### config.mk
export PLATFORM = sky130hd
export DESIGN_NAME = pbs_top
export DESIGN_NICKNAME = d
export VERILOG_FILES = /design/src/rtl/pbs_pkg.sv /design/src/rtl/pbs_parity.sv /design/src/rtl/pbs_ctrl.sv /design/src/rtl/pbs_regfile.sv /design/src/rtl/pbs_top.sv
export SDC_FILE = /design/constraint.sdc
export NUM_CORES = 1
export LEC_CHECK = 0
export BUFFER_PORTS_ARGS = -buffer_cell sky130_fd_sc_hd__buf_2
export CAP_MARGIN = 10
export CORE_MARGIN = 2
export CORE_UTILIZATION = 40
export CTS_CLUSTER_SIZE = 14
export DETAILED_ROUTE_END_ITERATION = 8
export HOLD_SLACK_MARGIN = 0.03
export PLACE_DENSITY = 0.54
export SLEW_MARGIN = 20
export SYNTH_ARGS = -nofsm -noshare
export SYNTH_HDL_FRONTEND = slang
export SYNTH_SLANG_ARGS = --single-unit
### constraint.sdc
create_clock -name clk -period 6.65 [get_ports clk]
set_input_delay 0.9975 -clock clk [delete_from_list [all_inputs] [get_ports clk]]
set_output_delay 0.9975 -clock clk [all_outputs]
set_load 0.01 [all_outputs]
### src/rtl/pbs_pkg.sv
// pbs_pkg: shared constants, the size-code type and lane decoding for the
// processor bus slave. Assumes a fixed 32-bit word of four byte lanes.
package pbs_pkg;

    localparam int WORD_BYTES = 4;
    localparam int DATA_W     = WORD_BYTES * 8;
    localparam int LANE_W     = $clog2(WORD_BYTES);

    typedef enum logic [1:0] {
        SZ_WORD = 2'b00,
        SZ_BYTE = 2'b01,
        SZ_HALF = 2'b10,
        SZ_RSVD = 2'b11
    } size_e;

    // Lane enables for a size code and the low address bits.
    function automatic logic [WORD_BYTES-1:0] lane_enables(input logic [1:0] sz,
                                                          input logic [LANE_W-1:0] lane);
        logic [WORD_BYTES-1:0] en;
        case (sz)
            SZ_BYTE: en = WORD_BYTES'(1) << lane;
            SZ_HALF: en = lane[1] ? 4'b1100 : 4'b0011;
            SZ_WORD: en = '1;
            default: en = '0;
        endcase
        return en;
    endfunction

endpackage

### src/rtl/pbs_parity.sv
// pbs_parity: even-parity bit for each byte lane of a word.
// Assumes the data width is a whole number of bytes.
module pbs_parity #(
    parameter int NBYTES = 4
) (
    input  logic [NBYTES*8-1:0] data,
    output logic [NBYTES-1:0]   par
);

    for (genvar i = 0; i < NBYTES; i++) begin : g_lane
        // One XOR tree per lane; the lane plus par[i] has an even count of ones.
        assign par[i] = ^data[i*8 +: 8];
    end

endmodule

### src/rtl/pbs_ctrl.sv
// pbs_ctrl: transfer sequencer. Captures the address phase and waits for
// both selects. It decides when a beat is served, counts burst beats and
// registers the acknowledge. Assumes start is high for one cycle per transfer.
module pbs_ctrl
    import pbs_pkg::*;
#(
    parameter int ADDR_W    = 5,
    parameter int BURST_LEN = 4
) (
    input  logic              clk,
    input  logic              rst_n,
    input  logic              sel,
    input  logic              start,
    input  logic              rd_wr,
    input  logic [1:0]        size,
    input  logic              burst_n,
    input  logic              bdip_n,
    input  logic [ADDR_W-1:0] addr,
    output logic              fire,
    output logic              f_rd,
    output logic [1:0]        f_size,
    output logic [LANE_W-1:0] f_lane,
    output logic [ADDR_W-LANE_W-1:0] f_widx,
    output logic              ack
);

    localparam int WIDX_W = ADDR_W - LANE_W;
    localparam int BEAT_W = $clog2(BURST_LEN);

    typedef enum logic {ST_IDLE, ST_DATA} state_e;

    state_e              state_q;
    logic                rd_q, burst_q;
    logic [1:0]          size_q;
    logic [LANE_W-1:0]   lane_q;
    logic [WIDX_W-1:0]   base_q;
    logic [BEAT_W-1:0]   beat_q;
    logic                in_idle, eff_burst, last_beat;
    logic [WIDX_W-1:0]   eff_base;

    // Start cycle uses the live bus fields; later cycles use the captured ones.
    always_comb begin
        in_idle   = (state_q == ST_IDLE);
        f_rd      = in_idle ? rd_wr : rd_q;
        f_size    = in_idle ? size : size_q;
        f_lane    = in_idle ? addr[LANE_W-1:0] : lane_q;
        eff_base  = in_idle ? addr[ADDR_W-1:LANE_W] : base_q;
        eff_burst = in_idle ? !burst_n : burst_q;
        f_widx    = eff_base + WIDX_W'(beat_q);
        fire      = sel && (!in_idle || (start && rd_wr));
        last_beat = !eff_burst || bdip_n || (beat_q == BEAT_W'(BURST_LEN - 1));
    end

    // Sequencer state, captured address phase, beat counter and ack register.
    always_ff @(posedge clk) begin
        if (!rst_n) begin
            state_q <= ST_IDLE;
            rd_q    <= 1'b0;
            burst_q <= 1'b0;
            size_q  <= 2'b00;
            lane_q  <= '0;
            base_q  <= '0;
            beat_q  <= '0;
            ack     <= 1'b0;
        end else begin
            ack <= fire;
            if (in_idle) begin
                if (start) begin
                    rd_q    <= rd_wr;
                    burst_q <= !burst_n;
                    size_q  <= size;
                    lane_q  <= addr[LANE_W-1:0];
                    base_q  <= addr[ADDR_W-1:LANE_W];
                    if (!fire) begin
                        state_q <= ST_DATA;
                    end else if (!last_beat) begin
                        state_q <= ST_DATA;
                        beat_q  <= beat_q + 1'b1;
                    end
                end
            end else if (fire) begin
                if (last_beat) begin
                    state_q <= ST_IDLE;
                    beat_q  <= '0;
                end else begin
                    beat_q  <= beat_q + 1'b1;
                end
            end
        end
    end

    // a beat served with the strobe negated closes the burst.
    a_r10_abort_ends: assert property (@(posedge clk) disable iff (!rst_n)
        (fire && bdip_n) |=> (state_q == ST_IDLE));
    // a non-burst transfer serves one beat only.
    a_r11_single_beat: assert property (@(posedge clk) disable iff (!rst_n)
        (fire && !eff_burst) |=> (state_q == ST_IDLE));
    // the final allowed beat always returns to idle.
    a_r9_burst_limit: assert property (@(posedge clk) disable iff (!rst_n)
        (fire && beat_q == BEAT_W'(BURST_LEN - 1)) |=> (state_q == ST_IDLE));

endmodule

### src/rtl/pbs_regfile.sv
// pbs_regfile: word registers plus the sticky status word. A served beat
// writes the enabled lanes or captures read data. Parity and size errors
// are recorded. Assumes fire is high for exactly one cycle per beat.
module pbs_regfile
    import pbs_pkg::*;
#(
    parameter int ADDR_W = 5
) (
    input  logic              clk,
    input  logic              rst_n,
    input  logic              fire,
    input  logic              f_rd,
    input  logic [1:0]        f_size,
    input  logic [LANE_W-1:0] f_lane,
    input  logic [ADDR_W-LANE_W-1:0] f_widx,
    input  logic [DATA_W-1:0] wdata,
    input  logic [WORD_BYTES-1:0] wpar,
    output logic [DATA_W-1:0] rdata_q,
    output logic              par_err_q,
    output logic              size_err_q
);

    localparam int WIDX_W     = ADDR_W - LANE_W;
    localparam int NREGS      = 2 ** WIDX_W;
    localparam int STATUS_IDX = NREGS - 1;

    logic [DATA_W-1:0]     mem_q [NREGS];
    logic [WORD_BYTES-1:0] calc_par, lane_en;
    logic                  size_bad, par_bad, is_status, wr_ok;

    pbs_parity #(.NBYTES(WORD_BYTES)) u_wpar (.data(wdata), .par(calc_par));

    // Decode lanes and classify the beat's errors.
    always_comb begin
        lane_en   = lane_enables(f_size, f_lane);
        size_bad  = (f_size == SZ_RSVD);
        par_bad   = |((wpar ^ calc_par) & lane_en);
        is_status = (f_widx == WIDX_W'(STATUS_IDX));
        wr_ok     = fire && !f_rd && !size_bad && !par_bad;
    end

    // Register storage, read capture and sticky status bits.
    always_ff @(posedge clk) begin
        if (!rst_n) begin
            for (int r = 0; r < NREGS; r++) mem_q[r] <= '0;
            rdata_q    <= '0;
            par_err_q  <= 1'b0;
            size_err_q <= 1'b0;
        end else if (fire) begin
            if (f_rd) begin
                if (size_bad)       rdata_q <= '0;
                else if (is_status) rdata_q <= {{(DATA_W-2){1'b0}}, size_err_q, par_err_q};
                else                rdata_q <= mem_q[f_widx];
            end
            if (size_bad) begin
                size_err_q <= 1'b1;
            end else if (!f_rd && par_bad) begin
                par_err_q <= 1'b1;
            end else if (wr_ok && is_status) begin
                par_err_q  <= 1'b0;
                size_err_q <= 1'b0;
            end else if (wr_ok) begin
                for (int b = 0; b < WORD_BYTES; b++)
                    if (lane_en[b]) mem_q[f_widx][b*8 +: 8] <= wdata[b*8 +: 8];
            end
        end
    end

    // a write parity error is recorded.
    a_r6_parity_sticky: assert property (@(posedge clk) disable iff (!rst_n)
        (fire && !f_rd && !size_bad && par_bad) |=> par_err_q);
    // a reserved size code is recorded.
    a_r7_size_error: assert property (@(posedge clk) disable iff (!rst_n)
        (fire && size_bad) |=> size_err_q);
    // a clean status write clears both bits.
    a_r8_status_clear: assert property (@(posedge clk) disable iff (!rst_n)
        (wr_ok && is_status) |=> (!par_err_q && !size_err_q));

endmodule

### src/rtl/pbs_top.sv
// pbs_top: processor bus slave. Decodes the two chip selects and joins the
// sequencer, the register file and the read-parity generator.
// Assumes all inputs are synchronous to clk.
module pbs_top
    import pbs_pkg::*;
#(
    parameter int ADDR_W    = 5,
    parameter int BURST_LEN = 4
) (
    input  logic              clk,
    input  logic              rst_n,
    input  logic              cs0_n,
    input  logic              cs1,
    input  logic              start,
    input  logic              rd_wr,
    input  logic [1:0]        size,
    input  logic              burst_n,
    input  logic              bdip_n,
    input  logic [ADDR_W-1:0] addr,
    input  logic [31:0]       wdata,
    input  logic [3:0]        wpar,
    output logic [31:0]       rdata,
    output logic [3:0]        rpar,
    output logic              ack,
    output logic              irq_n
);

    logic                  sel, fire, f_rd, par_err, size_err;
    logic [1:0]            f_size;
    logic [LANE_W-1:0]     f_lane;
    logic [ADDR_W-LANE_W-1:0] f_widx;

    // Both selects must be asserted together.
    assign sel   = !cs0_n && cs1;
    assign irq_n = !(par_err || size_err);

    pbs_ctrl #(.ADDR_W(ADDR_W), .BURST_LEN(BURST_LEN)) u_ctrl (
        .clk(clk), .rst_n(rst_n), .sel(sel), .start(start), .rd_wr(rd_wr),
        .size(size), .burst_n(burst_n), .bdip_n(bdip_n), .addr(addr),
        .fire(fire), .f_rd(f_rd), .f_size(f_size), .f_lane(f_lane),
        .f_widx(f_widx), .ack(ack));

    pbs_regfile #(.ADDR_W(ADDR_W)) u_regs (
        .clk(clk), .rst_n(rst_n), .fire(fire), .f_rd(f_rd), .f_size(f_size),
        .f_lane(f_lane), .f_widx(f_widx), .wdata(wdata), .wpar(wpar),
        .rdata_q(rdata), .par_err_q(par_err), .size_err_q(size_err));

    pbs_parity #(.NBYTES(WORD_BYTES)) u_rpar (.data(rdata), .par(rpar));

    // every acknowledge follows a fully selected cycle.
    a_r2_ack_needs_select: assert property (@(posedge clk) disable iff (!rst_n)
        ack |-> $past(!cs0_n && cs1));

endmodule

=== After elaboration in Yosys (flattened, before gate mapping) ===
Memory sizes are Yosys's and may differ from the RTL's.
Cells that the tools add are included.

* Register bits after elaboration: 47
* RAM bits: 256
* Input bits: 51
* Memories: 1

{| class="wikitable"
|+ Memory list
! name !! depth !! bits a word !! read ports !! clocked after memory_dff !! wr ports !! RTL line !! source
|-
| u_regs.mem_q || 8 || 32 || 1 || 0 || 8 || pbs_regfile.sv:27 || <nowiki>logic [DATA_W-1:0] mem_q [NREGS];</nowiki>
|}

* Add/sub/neg operators: 2
* Equal/unequal tests: 7
* Shift-type cells: 1
* Mux-type cells: 59
* Bitwise operators: 4
* Reduce and logical (&&, ||, !) cells: 38

{| class="wikitable"
|+ Operators by type and width
! cell !! count
|-
| 32-bit 2-to-1 mux || 3
|-
| 8-bit parity || 8
|-
| 1-bit 2-to-1 mux || 43
|-
| 32-bit OR reduction || 1
|-
| 2-bit 2-to-1 mux || 8
|-
| 4-bit case mux with 3 select lines || 1
|-
| 3-bit AND reduction || 3
|-
| 1-bit logical AND || 8
|-
| 4-bit 2-to-1 mux || 2
|-
| 1-bit logical NOT || 7
|-
| 2-bit == test, second input constant || 3
|-
| 3-bit 2-to-1 mux || 2
|-
| 2-bit nonzero test || 3
|-
| 4-bit AND || 1
|-
| 1-bit logical OR || 4
|-
| 2-bit by 1-bit != test with 1-bit output, second input constant || 2
|-
| 2-bit AND reduction || 2
|-
| 4-bit OR reduction || 1
|-
| 1-bit by 2-bit left shift with 4-bit output, first input constant || 1
|-
| 4-bit XOR || 1
|-
| 3-bit by 2-bit adder with 3-bit output || 1
|-
| 3-bit == test, second input constant || 1
|-
| 2-bit by 1-bit adder with 2-bit output, second input constant || 1
|-
| 2-bit by 1-bit == test with 1-bit output, second input constant || 1
|-
| other kinds (2) || 3
|}

=== Longest topological paths before layout ===
Gate-level depths: netlist of run 1.

* Depth after elaboration: 16
* Depth in mapped cells: 14

=== Modules after synthesis ===
Synthesis of run 1 repeated with hierarchy kept, for this count alone.

* Cells, all modules: 1006
* Area total of the unflattened synthesis: 13180.1 µm²

{| class="wikitable"
|+ Modules (own cells, without submodules)
! module !! times used !! cells an instance !! area each (µm²) !! sequential area each (µm²)
|-
| pbs_regfile || 1 || 873 || 11954.0 || 7407.1
|-
| pbs_ctrl || 1 || 75 || 718.2 || 260.2
|-
| pbs_parity || 2 || 28 || 245.2 || 0.0
|-
| pbs_top || 1 || 2 || 17.5 || 0.0
|}

=== Worst setup path before layout of run 1 ===
Ideal clock, no wire load.

* Path kind: input to register
* From: input addr[2]
* To: memory u_regs.mem_q[2][0] (netlist name), enable pin
* Data arrival time: 3.533 ns
* Data required time: 6.266 ns
* Setup slack: 2.733 ns
* Stages: 10
* Cells stage by stage: mux2_2 ha_1 inv_1 fa_1 nand2b_1 clkbuf_1 nor2_1 nor2_4 nand4b_4 o21ai_0

{| class="wikitable"
|+ RTL lines
! element !! RTL line !! source
|-
| start, declared || pbs_top.sv:19 || <nowiki>input logic [ADDR_W-1:0] addr,</nowiki>
|-
| end, declared || pbs_regfile.sv:27 ||
|}

==> results.py, run 1 <==
metrics = {
    "synthesis": {
        "synth_adder_area_share_pct": 0.359,
        "synth_top_family_by_area": "simple AND/OR/NAND/NOR gates",
        "syn_area_per_cell_um2": 11.3,
        "muxShareOfSynthArea_pct": 1.12,
        "ys_seq_area_share_pct": 61.1,
        "syn-num-nets": 1163,
        "ys.flop_type": "edfxtp_1",
        "synth-edff-count": 224,
        "synth_compound_area_share_pct": 9.33,
        "async_flop_share_pct": 0,
        "ys_types": 57,
        "synthesis.area_mm2": 0.0125,
        "ys.warnings.count": 0,
        "ys_seq_elements": 271,
        "synth_cells": 1109,
        "synth_xor_area_share_pct": 4.70,
        "yosys.area_share.simple_pct": 20.3,
    },
    "cells_and_area": {
        "multi_input_area_mm2": 0.00451,
        "seq_area_mm2": 0.00767,
        "nets": 1229,
        "fillers": 2882,
        "final_layout_size_suffix_gt1_share_pct": 16.8,
        "post-route-cell-area_mm2": 0.0142,
        "area_delta_synth_final_pct": 13.4,
        "diodes": 0,
    },
    "placement": {
        "dp_hpwl_mm": 25.8,
        "place_area_mm2": 0.0133,
        "gp_congestion": 0.908,
        "numPortBuffers": 88,
    },
    "sta": {
        "rsz0062_at_grt": "false",
        "whs_ps": 458,
        "period_share_pct": 77.7,
        "drv_slew": 0,
        "worstMarginPinSlew_ps": 1070,
        "finalSetupViolCount": 0,
        "fmax_mhz": 194,
        "clock_skew_ps": 18.3,
        "slew_headroom_pct": 27.9,
        "layout_min_cycle_time_ps": 5170,
        "hold_viol_final": 0,
        "fin_tns_setup_ps": 0,
    },
    "power_and_ir_drop": {
        "ir_drop_mv": 0.162,
        "powerDensity_mw_per_mm2": 285,
        "p_leak_nw": 4.89,
    },
    "outcome": {
        "outcome": "complete, no violations",
    },
    "route": {
        "drt_iter0_markers": 828,
        "drc_errors": 0,
        "dr_total_vias": 9145,
        "vias_per_cell": 5.74,
        "wire_per_inst_um": 23.8,
        "wl_mm": 37.9,
        "postRouteAntennaNets": 0,
        "drt_pre_antenna_iters": 6,
    },
    "die": {
        "die_x_um": 181,
        "num_rows": 64,
        "start_util_pct": 40.8,
        "dieArea_mm2": 0.0328,
        "pin_count": 89,
        "core-area_mm2": 0.0307,
        "die_h_um": 181,
    },
    "min_path": {
        "min_path_type": "flip-flop to flip-flop",
    },
    "clock_network": {
        "holdBufCountCts": 0,
        "ctsResizeCount": 0,
        "postCtsSetupBuffers": 0,
        "clk_pin_slew_ps": 60,
        "cts_tree": "built",
        "root_buffer": "clkbuf_16",
        "h-tree-depth": 1,
        "cts-buffers-inserted": 29,
        "cts_buffer_depth": 3,
        "clk_latency_ps": 560,
        "cts.sinks": 271,
    },
    "global_routing": {
        "overflow": 0,
        "grt_use_total_pct": 23.0,
        "antenna_found_initial": 0,
        "grt_max_degree": 44,
        "grt_pass1_wl_mm": 56.7,
        "grt_pass1_vias": 8877,
    },
    "setup_path": {
        "cp-start-kind": "flip-flop",
        "arrival_ps": 5330,
        "crit_chain": "mux2_2 > ha_1 > inv_1 > fa_1 > xnor2_4 > nor2_1 > nor2_4 > nand4_4 > o21ai_0",
        "worstSetupEndpointType": "flip-flop",
        "cp_top_family": "simple AND/OR/NAND/NOR gates",
        "critical_path_required_ps": 6810,
        "crit_fanout": 36,
        "cp_num_buf_inv": 1,
        "slowest_delay_ps": 1060,
        "crit_slowest_cell": "o21ai_0",
        "critPathKind": "flip-flop to flip-flop",
    },
    "flow_run": {
        "drv_cap": 0,
    },
}
## layout by cell type (no fill, tap or decap), types with 7 or more instances in the layout
cell / count
edfxtp_1: 224
nor2_1: 217
nor3_1: 120
nand2_1: 92
buf_2: 88
dfxtp_1: 47
a21oi_1: 44
xnor2_1: 44
clkbuf_16: 31
nor4_1: 26
o22a_1: 26
o2111ai_1: 26
buf_4: 24
o21ai_0: 22
nor3b_2: 22
o21ai_1: 14
xor2_1: 8
clkbuf_1: 8
mux2i_1: 7
nand3_1: 7
## metrics by stage
stage | util [%] | worst slack [ps] | total power, mW | instances
after floorplan | - | 2730 | 2.31 | 1109
after global placement | 43.3 | 1470 | 2.53 | 1540
after detailed placement | 43.3 | 1390 | 2.53 | 1540
after CTS | 46.3 | 1430 | 4.07 | 1593
after global routing | 46.3 | 1140 | 4.19 | 1593
final | 46.3 | 1480 | 4.06 | 1593
## state kept, by name, summed over array words and instances (netlist names)
name / cells
u_ctrl.burst_q: 1
u_ctrl.ack: 1
u_regs.mem_q: 224
u_regs.par_err_q: 1
u_regs.size_err_q: 1
u_ctrl.size_q: 2
u_regs.rdata_q: 32
u_ctrl.state_q: 1
u_ctrl.base_q: 3
u_ctrl.rd_q: 1
u_ctrl.beat_q: 2
u_ctrl.lane_q: 2
## power breakdown
group          total (mW)  switching, mW  internal [mW]
clock network        1.56          0.661          0.897
logic               0.572          0.410          0.162
registers            1.93         0.0346           1.89
total                4.06           1.11           2.95
## logic make-up (layout without fill, tap and decap cells)
group,count (synthesis),after routing
AND/OR/NAND/NOR,515,515
AO/OA/AOI/OAI,167,167
buffers and inverters,83,171
multiplexers,12,12
flip-flops,271,271
adder cells (fa/ha/maj),3,3
XOR/XNOR,58,58
## worst reg2reg max path: stages (launching register included)
cell and delay [ps]:
dfxtp_1 900, mux2_2 300, ha_1 140, inv_1 50
fa_1 550, xnor2_4 540, nor2_1 250, nor2_4 420
nand4_4 560, o21ai_0 1070
## worst paths after layout
| check | start | endpoint | slack [ps] | depth (start not counted) |
|---|---|---|---|---|
| worst max-delay path | u_ctrl.state_q | u_regs.mem_q[0][1] | 1480 | 9 |
| worst max register to register | u_ctrl.state_q | u_regs.mem_q[0][1] | 1480 | 9 |
| worst min register to register | u_ctrl.lane_q[0] | u_ctrl.lane_q[0] | 460 | 2 |
| worst min-delay path | u_ctrl.lane_q[0] | u_ctrl.lane_q[0] | 460 | 2 |
## synthesized netlist by cell type, types with 2 or more instances
| cell | n | area (um2) |
|---|---|---|
| edfxtp_1 | 224 | 6730 |
| nor2_1 | 217 | 815 |
| nor3_1 | 120 | 601 |
| nand2_1 | 92 | 345 |
| dfxtp_1 | 47 | 941 |
| clkbuf_1 | 46 | 173 |
| a21oi_1 | 44 | 220 |
| xnor2_1 | 44 | 385 |
| o21ai_0 | 36 | 180 |
| nor4_1 | 26 | 163 |
| o2111ai_1 | 26 | 228 |
| o22a_1 | 26 | 228 |
| buf_2 | 23 | 115 |
| nor3b_2 | 22 | 275 |
| xor2_1 | 8 | 70.1 |
| mux2i_1 | 7 | 70.1 |
| nand3_1 | 7 | 35.0 |
| and2_1 | 6 | 37.5 |
| inv_1 | 6 | 22.5 |
| nand4_4 | 6 | 128 |
| o22ai_1 | 6 | 37.5 |
| o21a_1 | 5 | 37.5 |
| buf_6 | 4 | 45.0 |
| nand2b_1 | 4 | 25.0 |
| o21ai_2 | 4 | 35.0 |
| xnor3_1 | 4 | 90.1 |
| a211oi_1 | 3 | 22.5 |
| buf_4 | 3 | 22.5 |
| mux2_2 | 3 | 33.8 |
| o41ai_1 | 3 | 26.3 |
| or4_1 | 3 | 22.5 |
| a2111oi_0 | 2 | 17.5 |
| a21o_1 | 2 | 15.0 |
| a22oi_4 | 2 | 42.5 |
| and3_1 | 2 | 12.5 |
| ha_1 | 2 | 25.0 |
| nor2b_1 | 2 | 12.5 |
| nor3b_1 | 2 | 15.0 |
| or2_2 | 2 | 12.5 |
## routing by layer
| layer | share of wire, % | global-route usage, % | wire length, um |
|---|---|---|---|
| met3 | 8.1 | 3.77 | 3060 |
| met2 | 45 | 36.0 | 17200 |
| met4 | 2.0 | 5.11 | 739 |
| met1 | 45 | 33.6 | 16900 |
| met5 | 0 | 0 | 0 |
## final cells by class
| class | instances | share of cell area (%) |
|---|---|---|
| clock inverters | 13 | 0.651 |
| repair buffers | 112 | 4.36 |
| inverters | 6 | 0.158 |
| flip-flops and latches | 271 | 53.9 |
| multi-input cells | 755 | 31.7 |
| clock buffers | 40 | 5.76 |
| well taps | 396 | 3.48 |
(Power assumes the default switching activity.)
==> inputs of run 2 (changes only) <==
Clock period 6.65 ns to 5.3 ns, I/O delays scaled along.
==> run 2 against run 1 <==
- combinational power rose by 30%
- final cell count up 2.0%
- largest power group unchanged
- clock-buffer cell count decreased by 1
- first-iteration DRC count rose by 9.8%
- highest routed layer unchanged
- non-clock buffer count increased by 30
- critical endpoint is now u_regs.mem_q[0][15]
==> results.py, run 2 (synthesis gave the netlist of run 1 again) <==
metrics = {
    "clock_network": {
        "h-tree-depth": 1,
        "postCtsSetupBuffers": 0,
        "cts_buffer_depth": 3,
        "holdBufCountCts": 0,
        "cts.sinks": 271,
        "clk_latency_ps": 560,
        "cts_tree": "built",
        "ctsResizeCount": 0,
        "cts-buffers-inserted": 30,
        "clk_pin_slew_ps": 60,
        "root_buffer": "clkbuf_16",
    },
    "setup_path": {
        "cp_num_buf_inv": 2,
        "critical_path_required_ps": 5570,
        "worstSetupEndpointType": "flip-flop",
        "cp-start-kind": "flip-flop",
        "cpMostUsedCell": "buf_4",
        "crit_chain": "buf_4 > mux2i_1 > fa_1 > xnor2_4 > nor2_1 > nor2_4 > nand4_4 > o21ai_0 > buf_4",
        "slowest_delay_ps": 600,
        "critPathKind": "flip-flop to flip-flop",
        "cp_top_family": "simple AND/OR/NAND/NOR gates",
        "arrival_ps": 4310,
        "crit_slowest_cell": "o21ai_0",
        "crit_fanout": 29,
    },
    "sta": {
        "finalSetupViolCount": 0,
        "worstMarginPinSlew_ps": 1030,
        "layout_min_cycle_time_ps": 4040,
        "clock_skew_ps": 14.6,
        "hold_viol_final": 0,
        "fmax_mhz": 247,
        "drv_slew": 0,
        "slew_headroom_pct": 30.4,
        "rsz0062_at_grt": "false",
        "fin_tns_setup_ps": 0,
        "period_share_pct": 76.3,
        "whs_ps": 430,
    },
    "die": {
        "pin_count": 89,
        "core-area_mm2": 0.0307,
        "num_rows": 64,
        "start_util_pct": 40.8,
        "die_x_um": 181,
        "die_h_um": 181,
        "dieArea_mm2": 0.0328,
    },
    "route": {
        "drt_iter0_markers": 909,
        "drt_pre_antenna_iters": 5,
        "dr_total_vias": 9306,
        "vias_per_cell": 5.73,
        "wire_per_inst_um": 23.4,
        "postRouteAntennaNets": 0,
        "drc_errors": 0,
        "wl_mm": 38.1,
    },
    "cells_and_area": {
        "final_layout_size_suffix_gt1_share_pct": 18.9,
        "largest_reg_flops": 224,
        "diodes": 0,
        "final_cell_mix": "edfxtp_1 (224), nor2_1 (217), nor3_1 (120)",
        "final_util_pct": 47.1,
        "reg_top3": "u_regs.mem_q (224), u_regs.rdata_q (32), u_ctrl.base_q (3)",
        "nets": 1260,
        "multi_input_area_mm2": 0.00451,
        "seq_area_mm2": 0.00767,
        "layout_commonest_cell": "edfxtp_1",
        "area_delta_synth_final_pct": 15.5,
        "largest_register": "u_regs.mem_q",
        "fillers": 2906,
    },
    "flow_run": {
        "drv_cap": 0,
    },
    "min_path": {
        "min_path_type": "input port to flip-flop",
    },
    "power_and_ir_drop": {
        "powerDensity_mw_per_mm2": 356,
        "power_mw": 5.16,
        "p_int_mw": 3.76,
        "swShare_pct": 27.1,
        "combPwrFrac_pct": 14.4,
        "power_frac_clock_pct": 38.9,
        "seqPwrFrac_pct": 46.7,
        "power_switching_mw": 1.40,
        "p_leak_nw": 5.05,
        "ir_drop_mv": 0.222,
    },
    "global_routing": {
        "overflow": 0,
        "grt_pass1_wl_mm": 57.5,
        "grt_pass1_vias": 8888,
        "grt_use_total_pct": 23.2,
        "antenna_found_initial": 0,
        "grt_max_degree": 46,
    },
    "placement": {
        "dp_hpwl_mm": 25.2,
        "gp_congestion": 0.849,
        "numPortBuffers": 88,
    },
    "outcome": {
        "outcome": "complete, no violations",
    },
}
## run 2: cell types whose count changed in the layout (fill, tap and decap cells not counted)
cell / change
o21ai_1: -13
o21ai_0: +13
clkinv_2: +2
clkbuf_1: -1
inv_4: -1
inv_6: -1
clkinv_1: +2
bufinv_16: +1
buf_4: +30
## run 2: final timing paths
kind	from	end	slack, ps	cells after the start
worst min-delay path	burst_n	u_ctrl.burst_q	430	2
worst max register to register	u_ctrl.state_q	u_regs.mem_q[0][15]	1260	9
worst min register to register	u_ctrl.lane_q[0]	u_ctrl.lane_q[0]	460	2
worst max-delay path	u_ctrl.state_q	u_regs.mem_q[0][15]	1260	9
## run 2: final cells by class
cell class                 count  area share (%)
timing repair buffer         142            5.84
multi-input combinational    755            31.2
clock buffer                  39            5.63
clock inverter                16           0.864
tap                          396            3.42
sequential                   271            52.9
inverter                       6           0.155
## run 2: power groups by stage
stage,Combinational [mW],Clock [mW],Sequential [mW]
2_1_floorplan,0.461,0,2.44
3_3_place_gp,0.734,0,2.45
3_5_place_dp,0.736,0,2.45
4_1_cts,0.739,2.03,2.41
5_1_grt,0.794,2.12,2.41
6_report,0.741,2.01,2.41
## run 2: layer usage
metal  vias up  GRT usage [%]  part of all wire (%)
met5         -              0                     0
met4         0           5.43                   2.0
met3        52           3.55                   7.3
met2       368           36.3                    46
met1      4641           34.2                    45
li1       4245              -                     -
## run 2: through the flow
stage / worst slack, ps / std cells / instance area (um2)
2_1_floorplan: 1490 / 1109 / 12500
3_3_place_gp: 881 / 1570 / 13500
3_5_place_dp: 797 / 1570 / 13500
4_1_cts: 1250 / 1625 / 14500
5_1_grt: 1020 / 1625 / 14500
6_report: 1260 / 1625 / 14500
